`config.mk`:
```
export PLATFORM = sky130hd
export DESIGN_NAME = dsp_addr_unit
export DESIGN_NICKNAME = d
export VERILOG_FILES = /design/src/rtl/dau_pkg.sv /design/src/rtl/dau_decode.sv /design/src/rtl/dau_modify.sv /design/src/rtl/dau_regs.sv /design/src/rtl/dsp_addr_unit.sv
export SDC_FILE = /design/constraint.sdc
export NUM_CORES = 1
export LEC_CHECK = 0
export CORE_UTILIZATION = 25
export CTS_CLUSTER_DIAMETER = 150
export DETAILED_ROUTE_END_ITERATION = 10
export HOLD_SLACK_MARGIN = 0.15
export PLACE_DENSITY = 0.42
export SYNTH_ARGS = -nofsm -noshare
export SYNTH_HDL_FRONTEND = slang
export SYNTH_SLANG_ARGS = --single-unit
export TNS_END_PERCENT = 50
```
`constraint.sdc`:
```
create_clock -name clk -period 6.1 [get_ports clk]
set_input_delay 1.22 -clock clk [delete_from_list [all_inputs] [get_ports clk]]
set_output_delay 1.22 -clock clk [all_outputs]
set_load 0.05 [all_outputs]
```
`src/rtl/dau_pkg.sv`:
```
package dau_pkg;

    localparam int WORD_W    = 16;
    localparam int NUM_PTR   = 4;
    localparam int PTR_IDX_W = $clog2(NUM_PTR);
    localparam int REG_ID_W  = 5;

    typedef enum logic [1:0] {
        PM_HOLD  = 2'd0,
        PM_DEC   = 2'd1,
        PM_INC   = 2'd2,
        PM_INDEX = 2'd3
    } post_mod_e;

    typedef enum logic [2:0] {
        K_NONE,
        K_PLOAD,
        K_PSTORE,
        K_SLOAD,
        K_SSTORE,
        K_IREAD,
        K_ADDIX
    } op_kind_e;

    typedef struct packed {
        op_kind_e               kind;
        logic [PTR_IDX_W-1:0]   ptr;
        logic [PTR_IDX_W-1:0]   idx;
        post_mod_e              mode;
        logic [REG_ID_W-1:0]    gpr;
        logic [WORD_W-1:0]      direct;
        logic                   reserved;
    } dec_t;

    function automatic dec_t decode_op(input logic [WORD_W-1:0] op);
        dec_t d;
        d.kind     = K_NONE;
        d.ptr      = op[6:5];
        d.idx      = op[6:5];
        d.mode     = post_mod_e'({op[8], op[7]});
        d.gpr      = op[4:0];
        d.direct   = {{(WORD_W-8){op[7]}}, op[7:0]};
        d.reserved = 1'b0;
        if (op[15:9] == 7'b0001100) begin
            d.kind = K_PLOAD;
        end else if (op[15:9] == 7'b0001101) begin
            d.kind = K_PSTORE;
        end else if (op[15:11] == 5'b00100 || op[15:11] == 5'b00101) begin
            d.kind = op[11] ? K_SSTORE : K_SLOAD;
            d.gpr  = {2'b11, op[10:8]};
            d.mode = PM_HOLD;
        end else if (op[15:9] == 7'b0000001 && op[7:4] == 4'b0001) begin
            d.kind     = K_IREAD;
            d.ptr      = op[1:0];
            d.idx      = op[1:0];
            d.gpr      = {4'b1111, op[8]};
            d.reserved = (op[3:2] == 2'd3);
            d.mode     = d.reserved ? PM_HOLD : post_mod_e'(op[3:2]);
        end else if (op[15:4] == 12'h001) begin
            d.kind = K_ADDIX;
            d.ptr  = op[1:0];
            d.idx  = op[3:2];
            d.mode = PM_INDEX;
        end
        return d;
    endfunction

endpackage

```
`src/rtl/dau_decode.sv`:
```
module dau_decode
    import dau_pkg::*;
(
    input  logic              valid,
    input  logic [WORD_W-1:0] op,
    output dec_t              dec
);
    always_comb begin
        dec = decode_op(op);
        if (!valid) dec.kind = K_NONE;
    end
endmodule

```
`src/rtl/dau_modify.sv`:
```
module dau_modify
    import dau_pkg::*;
#(
    parameter int W = 16
) (
    input  logic [W-1:0] base,
    input  logic [W-1:0] step,
    input  post_mod_e    mode,
    output logic [W-1:0] result
);
    always_comb begin
        unique case (mode)
            PM_DEC:   result = base - W'(1);
            PM_INC:   result = base + W'(1);
            PM_INDEX: result = base + step;
            default:  result = base;
        endcase
    end
endmodule

```
`src/rtl/dau_regs.sv`:
```
module dau_regs #(
    parameter int W = 16,
    parameter int N = 4,
    localparam int PW = $clog2(N),
    localparam int SW = PW + 1
) (
    input  logic                clk,
    input  logic                rst,
    input  logic                wr_en,
    input  logic [SW-1:0]       wr_sel,
    input  logic [W-1:0]        wr_data,
    input  logic                upd_en,
    input  logic [PW-1:0]       upd_ptr,
    input  logic [W-1:0]        upd_val,
    output logic [N-1:0][W-1:0] ptr_q,
    output logic [N-1:0][W-1:0] step_q
);
    for (genvar i = 0; i < N; i++) begin : g_entry
        always_ff @(posedge clk) begin
            if (rst) begin
                ptr_q[i] <= '0;
            end else if (wr_en && wr_sel == SW'(i)) begin
                ptr_q[i] <= wr_data;
            end else if (upd_en && upd_ptr == PW'(i)) begin
                ptr_q[i] <= upd_val;
            end
        end

        always_ff @(posedge clk) begin
            if (rst) begin
                step_q[i] <= '0;
            end else if (wr_en && wr_sel == SW'(N + i)) begin
                step_q[i] <= wr_data;
            end
        end
    end
endmodule

```
`src/rtl/dsp_addr_unit.sv`:
```
module dsp_addr_unit
    import dau_pkg::*;
(
    input  logic        clk,
    input  logic        rst,
    input  logic        op_valid,
    input  logic [15:0] opcode,
    input  logic        rf_we,
    input  logic [2:0]  rf_sel,
    input  logic [15:0] rf_wdata,
    output logic [15:0] dmem_addr,
    output logic        dmem_rd,
    output logic        dmem_wr,
    output logic [15:0] imem_addr,
    output logic        imem_rd,
    output logic [4:0]  gpr_sel,
    output logic        illegal_op
);
    dec_t                          dec;
    logic [NUM_PTR-1:0][WORD_W-1:0] ptr_q;
    logic [NUM_PTR-1:0][WORD_W-1:0] step_q;
    logic [WORD_W-1:0]             cur_ptr;
    logic [WORD_W-1:0]             cur_step;
    logic [WORD_W-1:0]             new_ptr;
    logic                          upd_en;

    dau_decode u_dec (
        .valid (op_valid),
        .op    (opcode),
        .dec   (dec)
    );

    assign cur_ptr  = ptr_q[dec.ptr];
    assign cur_step = step_q[dec.idx];
    assign upd_en   = (dec.kind == K_PLOAD) || (dec.kind == K_PSTORE) ||
                      (dec.kind == K_IREAD) || (dec.kind == K_ADDIX);

    dau_modify #(.W(WORD_W)) u_mod (
        .base   (cur_ptr),
        .step   (cur_step),
        .mode   (dec.mode),
        .result (new_ptr)
    );

    dau_regs #(.W(WORD_W), .N(NUM_PTR)) u_regs (
        .clk     (clk),
        .rst     (rst),
        .wr_en   (rf_we),
        .wr_sel  (rf_sel),
        .wr_data (rf_wdata),
        .upd_en  (upd_en),
        .upd_ptr (dec.ptr),
        .upd_val (new_ptr),
        .ptr_q   (ptr_q),
        .step_q  (step_q)
    );

    always_ff @(posedge clk) begin
        if (rst) begin
            dmem_addr  <= '0;
            dmem_rd    <= 1'b0;
            dmem_wr    <= 1'b0;
            imem_addr  <= '0;
            imem_rd    <= 1'b0;
            gpr_sel    <= '0;
            illegal_op <= 1'b0;
        end else begin
            dmem_addr  <= '0;
            dmem_rd    <= 1'b0;
            dmem_wr    <= 1'b0;
            imem_addr  <= '0;
            imem_rd    <= 1'b0;
            gpr_sel    <= '0;
            illegal_op <= 1'b0;
            unique case (dec.kind)
                K_PLOAD: begin
                    dmem_addr <= cur_ptr;
                    dmem_rd   <= 1'b1;
                    gpr_sel   <= dec.gpr;
                end
                K_PSTORE: begin
                    dmem_addr <= cur_ptr;
                    dmem_wr   <= 1'b1;
                    gpr_sel   <= dec.gpr;
                end
                K_SLOAD: begin
                    dmem_addr <= dec.direct;
                    dmem_rd   <= 1'b1;
                    gpr_sel   <= dec.gpr;
                end
                K_SSTORE: begin
                    dmem_addr <= dec.direct;
                    dmem_wr   <= 1'b1;
                    gpr_sel   <= dec.gpr;
                end
                K_IREAD: begin
                    imem_addr  <= cur_ptr;
                    imem_rd    <= 1'b1;
                    gpr_sel    <= dec.gpr;
                    illegal_op <= dec.reserved;
                end
                default: ;
            endcase
        end
    end
endmodule

```
* Word level (Yosys, flattened, before mapping)
Cells that the tools add are included.
** Storage, ports and cells
- Register bits after elaboration :: 169
- Logic and storage cells :: 111
** Operators by class
- Add/subtract/negate cells :: 3
- Magnitude comparators :: 2
- Eq/ne operators :: 27
- Multiplexer cells :: 30
- Bitwise gates (word level) :: 3
- Reductions and logical operators :: 31
** Operator list (count)
- 16-bit 2-to-1 mux :: 10
- 16-bit binary-select mux with 2-bit select :: 2
- 16-bit case mux with 3 select lines :: 1
- 16-bit case mux with 2 select lines :: 1
- 11-bit 2-to-1 mux :: 2
- 3-bit equality test (second input constant) :: 7
- 9-bit 2-to-1 mux :: 2
- 16-bit by 1-bit adder with 16-bit output (second input constant) :: 1
- 16-bit adder :: 1
- 16-bit by 1-bit subtractor with 16-bit output (second input constant) :: 1
- 3-bit 2-to-1 mux :: 5
- 7-bit by 4-bit equality test with 1-bit output (second input constant) :: 2
- 1-bit logical AND :: 13
- 12-bit by 1-bit equality test with 1-bit output (second input constant) :: 1
- 3-bit by 2-bit equality test with 1-bit output (second input constant) :: 4
- 2-bit OR reduction :: 6
- 2-bit equality test (second input constant) :: 5
- 5-bit by 3-bit equality test with 1-bit output (second input constant) :: 2
- 2-bit nonzero test :: 4
- 7-bit by 1-bit equality test with 1-bit output (second input constant) :: 1
- 7-bit 2-to-1 mux :: 1
- 3-bit by 1-bit equality test with 1-bit output (second input constant) :: 2
- 2-bit by 3-bit less-than comparator with 1-bit output (second input constant) :: 2
- 6-bit OR reduction :: 1
- 11 further kinds :: 19

* Depth between registers and ports, before layout
- Depth after elaboration :: 14
- Gate-level depth with buffers :: 17
- Mapped depth without buffers :: 15

* Hierarchy
From an unflattened synthesis, not the netlist that was laid out.
** Second synthesis, totals
- Cell total of the unflattened synthesis :: 1037
- Area, all modules :: 9258.9 um^2
** Modules (own cells, without submodules)
- dau_regs :: instances 1, cells each 644, area each 5630.4 um^2, seq. area each 2562.5 um^2
- dsp_addr_unit :: instances 1, cells each 135, area each 2013.2 um^2, seq. area each 820.8 um^2
- dau_modify :: instances 1, cells each 187, area each 1136.1 um^2, seq. area each 0.0 um^2
- dau_decode :: instances 1, cells each 71, area each 479.2 um^2, seq. area each 0.0 um^2

* Least setup slack after synthesis
OpenSTA, ideal clock, no wires.
- Path type :: in2reg
- From :: in opcode[10]
- To :: reg u_regs.ptr_q[26] in the netlist's numbering
- Library setup time :: 0.092 ns
- Arrival time :: 5.150 ns
- Data required time :: 6.008 ns
- Slack :: 0.857 ns
- Cell stages on the path :: 17
- Buffers on the path :: 2
- Cells stage by stage :: or4_1 buf_2 nor3_4 a21oi_1 nor2_1 clkbuf_1 nand3b_1 ha_1 fa_1 a21o_1 a21oi_1 o21ai_0 a311oi_1 xnor2_1 mux2_2 nor2_1 o32ai_1
** Between the ends
- Longest elaborated chain between the ends :: 13
** Ends and longest elaborated chain
- start, declared :: line dsp_addr_unit.sv:7 : input logic [15:0] opcode,
- branches (longest 13 deep; another with 16-bit adder)
- end signal, assigned by index :: line dau_regs.sv:23 : ptr_q[i] <= wr_data;
- end signal, assigned by index :: line dau_regs.sv:25 : ptr_q[i] <= upd_val;
- end, declared :: line dau_regs.sv:15 : output logic [N-1:0][W-1:0] ptr_q,
Several ways; the timed one is not identified. The select of a mux whose other input is x is not followed.
A chain may end at the register's enable or synchronous reset.

* Worst setup path in the final report
- From :: in opcode[13]
- To :: reg u_regs.ptr_q[63] in the netlist's numbering
** RTL lines
- 12-bit by 1-bit equality test with 1-bit output / 7-bit by 1-bit equality test with 1-bit output (equally long branches) :: line dau_pkg.sv:59, dau_pkg.sv:52
- 9-bit 2-to-1 mux / 1-bit logical AND (equally long branches) :: line dau_pkg.sv:59, dau_pkg.sv:52
- 9-bit 2-to-1 mux :: line dau_pkg.sv:52 : end else if (op[15:9] == 7'b0000001 && op[7:4] == 4'b0001) begin
- 4-bit 2-to-1 mux :: line dau_pkg.sv:48 : end else if (op[15:11] == 5'b00100 || op[15:11] == 5'b00101) begin
- 11-bit 2-to-1 mux :: line dau_pkg.sv:46 : end else if (op[15:9] == 7'b0001101) begin
- 11-bit 2-to-1 mux * :: line dau_pkg.sv:44 : if (op[15:9] == 7'b0001100) begin
- 16-bit binary-select mux with 2-bit select * :: line dsp_addr_unit.sv:33 : assign cur_ptr = ptr_q[dec.ptr];
- 16-bit 2-to-1 mux (not written as such) * :: line dsp_addr_unit.sv:33
- named net cur_ptr[2] :: line dsp_addr_unit.sv:22 : logic [WORD_W-1:0] cur_ptr;
- 16-bit adder, or another cell as far along :: line dau_modify.sv:15 : PM_INDEX: result = base + step;
- 16-bit case mux with 3 select lines * :: line dau_modify.sv:12 : unique case (mode)
- 16-bit 2-to-1 mux * :: line dau_regs.sv:24 : end else if (upd_en && upd_ptr == PW'(i)) begin
- 16-bit 2-to-1 mux * :: line dau_regs.sv:22 : end else if (wr_en && wr_sel == SW'(i)) begin
Mark *: on every way through the listed nets, which the timed path passes. The rest lies on a longest branch. The select of a mux whose other input is x is not followed.

==> key figures <==
Setup path
  • Worst Path Required: 6.39 ns
  • CP Capture Type: register
  • Worst-path maximum fanout: 13
  • Crit start category: input port
  • Crit path kind: in2reg
  • Critical path arrival: 5.96 ns
  • Flop2flop setup slack: 2.65 ns

Final layout
  • Most common cell after layout, fill and taps aside: nand2_1
  • Non-filler cells, final: 1595
  • Commonest cells after routing, fill and taps aside: nand2_1 (220), dfxtp_1 (169), nor2_1 (124)
  • N_diodes: 0
  • Fraction of final layout cells sized beyond drive strength 1: 10.55%
  • Area grow syn2layout: 23.29%
  • Final nets: 1194

Power
  • Switch share: 26.83%
  • Pwr Density: 243.5 mW/mm^2
  • Clk pwr share: 42.1%
  • Net Switching: 0.6950 mW
  • Sequential power share: 44.0%
  • Worst VDD drop: 0.1940 mV
  • Combinational fraction of design power: 13.9%
  • Leak pwr: 3.868 nW
  • Internal: 1.896 mW

Drt
  • Wire per inst: 19.27 um
  • Vias: 7972
  • DRT Pass-1 Iters: 6
  • Vias per cell: 4.998
  • Drt total wl: 30730 um
  • Initial drt markers: 686
  • Residual DRC count: 0
  • Antenna Nets Post-Route: 0

Clocking
  • CTS Hold Buffers Added: 0
  • Num CTS Buffers: 17
  • Setup repair bufs after CTS: 0
  • Clk buf depth: 2
  • Max H-tree Level: 4
  • Skew-Pair Late Insertion Delay: 0.43 ns
  • Clock root buffer master: clkbuf_16
  • Cts repair resizes: 0
  • Clk pin slew, worst setup/hold paths: 0.06 ns
  • CTS tree: yes
  • Clock Sinks: 169

Place
  • Final GP Congestion: 0.8361
  • Inst Count DP: 1564
  • Port bufs: 79
  • Place WS: 0.009688 ns
  • Post-DP HPWL: 21330 um

Synthesis
  • Post-synth cell types: 61
  • Mean post-synth cell area: 8.149 um^2
  • Synth top area cells: dfxtp_1 (39%), nand2_1 (9.6%), a21oi_1 (7.0%)
  • Fraction of registers with async set/reset: 0%
  • EDFF count, synth: 0
  • Seq/Total Area, Yosys: 39.21%
  • Post-synth top flop: dfxtp_1
  • Seq cells post-synth: 169
  • Ys Warns: 0
  • Synth area leader: dfxtp_1
  • Cell area after synthesis: 0.008630 mm^2
  • Top cell type's share of synthesized area: 39.21%
  • Syn Nets: 1118
  • Cells after synthesis: 1059

Die
  • Die Wd: 187.8 um
  • Boundary Pins: 80
  • Rows: 67
  • Initial Util: 25.54%
  • Die area: 0.03527 mm^2
  • Core area: 0.03378 mm^2
  • Die Y: 187.8 um

GRT
  • Largest net degree at the start of global routing: 75
  • Total track usage: 17.54%
  • Total grt overflow: 0
  • Antenna violations before repair: 0
  • First-pass GRT wire length: 47150 um
  • Vias in the first global route: 7626

Timing
  • Fin. max-slew vios: 0
  • Final clock skew: 0.01092 ns
  • Worst slew pin tran: 0.9506 ns
  • Max Fclk: 176.5 MHz
  • Final Hold Vio Count: 0
  • Final min period: 5.666 ns
  • Setup TNS: 0 ns
  • RSZ-0062 raised after global routing: false
  • WHS: 0.4519 ns
  • Slew margin rel.: 36.42%
  • Endpoints failing setup: 0
  • Worst setup margin: 0.4341 ns
  • Fin crit share: 92.88%

Run
  • Max-cap viol count: 0

Min path
  • Hold Crit Class: reg2reg

Status
  • Status: complete, no violations
[path summary, 6_finish.rpt]
check | startpoint | endpoint | cells after the start
max | opcode[13] | u_regs.ptr_q[63] | 16
min reg2reg | u_regs.step_q[61] | u_regs.step_q[61] | 2
max reg2reg | u_regs.step_q[0] | u_regs.ptr_q[10] | 12
min | u_regs.step_q[61] | u_regs.step_q[61] | 2
[registers in the layout, summed over array words and instances, names as in the netlist, 5 cells and up]
register       flops
dmem_addr         16
u_regs.step_q     64
gpr_sel            5
imem_addr         16
u_regs.ptr_q      64
[layout make-up]
type                       instances  area [um^2]
timing repair buffer             128         1156
inverter                          18        67.56
multi-input combinational        801         4898
sequential                       169         3383
clock buffer                      24        481.7
clock inverter                     7        91.34
fill                            3619        23140
tap                              448        560.5
[power groups by stage]
stage | Combinational (mW) | Clock, mW | Sequential, mW
after CTS | 0.360 | 1.12 | 1.14
after floorplan | 0.214 | 0 | 1.17
final | 0.361 | 1.09 | 1.14
after global placement | 0.359 | 0 | 1.16
after global routing | 0.390 | 1.17 | 1.14
after detailed placement | 0.358 | 0 | 1.16
[critical path: stages]
cell and delay [ns]:
clkdlybuf4s50_1 0.46, or4_1 0.67, nor3_4 0.31, buf_4 0.19, a31oi_2 0.36, buf_4 0.37, mux2i_1 0.33, ha_1 0.28
nand3_1 0.10, o22ai_1 0.29, o211a_1 0.27, a21oi_1 0.09, a21oi_1 0.26, mux2i_4 0.36, mux2i_1 0.28, a211oi_2 0.09
[kinds of logic (layout without fill, tap and decap cells)]
kind of cell             Yosys count  count (layout)  synth area share (%)
buffers and inverters             89             177                 4.335
AO/OA/AOI/OAI                    258             258                 19.27
flip-flops                       169             169                 39.21
adder cells (fa/ha/maj)           20              20                 2.987
multiplexers                      76              76                 11.45
AND/OR/NAND/NOR                  435             435                 21.53
XOR/XNOR                          12              12                 1.218
[cell usage after synthesis (2+ instances only)]
master and n:
a311oi_1 14, nor2_1 126, dfxtp_1 169, a211oi_1 14
o31ai_1 6, o21ai_0 20, o311ai_0 6, clkbuf_1 47
a22oi_1 8, and2_1 24, o32ai_1 20, o21ai_1 4
a211o_1 4, o21a_1 2, a31oi_1 5, buf_4 3
ha_1 19, a211oi_2 4, o211ai_1 7, a22o_1 2
nor4b_1 3, nand3_1 14, xor2_1 4, o22ai_1 5
a41oi_1 4, nor3_1 12, a21o_1 6, nand2_1 220
buf_2 10, nor2b_1 6, inv_1 18, o21bai_1 2
clkbuf_2 7, buf_1 3, nand4_1 2, mux2_2 9
mux4_2 16, and3_1 6, xnor2_1 8, mux2i_1 49
a21oi_1 120, nand2b_1 5, or3_1 7, or4_1 2
[metrics by stage]
| step | area, um^2 | total power, mW | util, % |
|---|---|---|---|
| floorplan | 8630 | 1.380 | - |
| global placement | 10070 | 1.523 | 29.80 |
| detailed placement | 10070 | 1.522 | 29.80 |
| CTS | 10640 | 2.617 | 31.49 |
| global route | 10640 | 2.699 | 31.49 |
| finish | 10640 | 2.591 | 31.49 |
[per-layer routing]
layer | track usage (%) | share of wire [%] | vias up | wire [um]
met2 | 27.04 | 44 | 251 | 13630
met5 | 0 | 0 | - | 0
li1 | - | - | 3869 | -
met4 | 4.409 | 1.4 | 0 | 429
met1 | 25.11 | 49 | 3824 | 15130
met3 | 3.013 | 5.0 | 28 | 1547
Note: power is estimated with default switching activity, not from simulation.
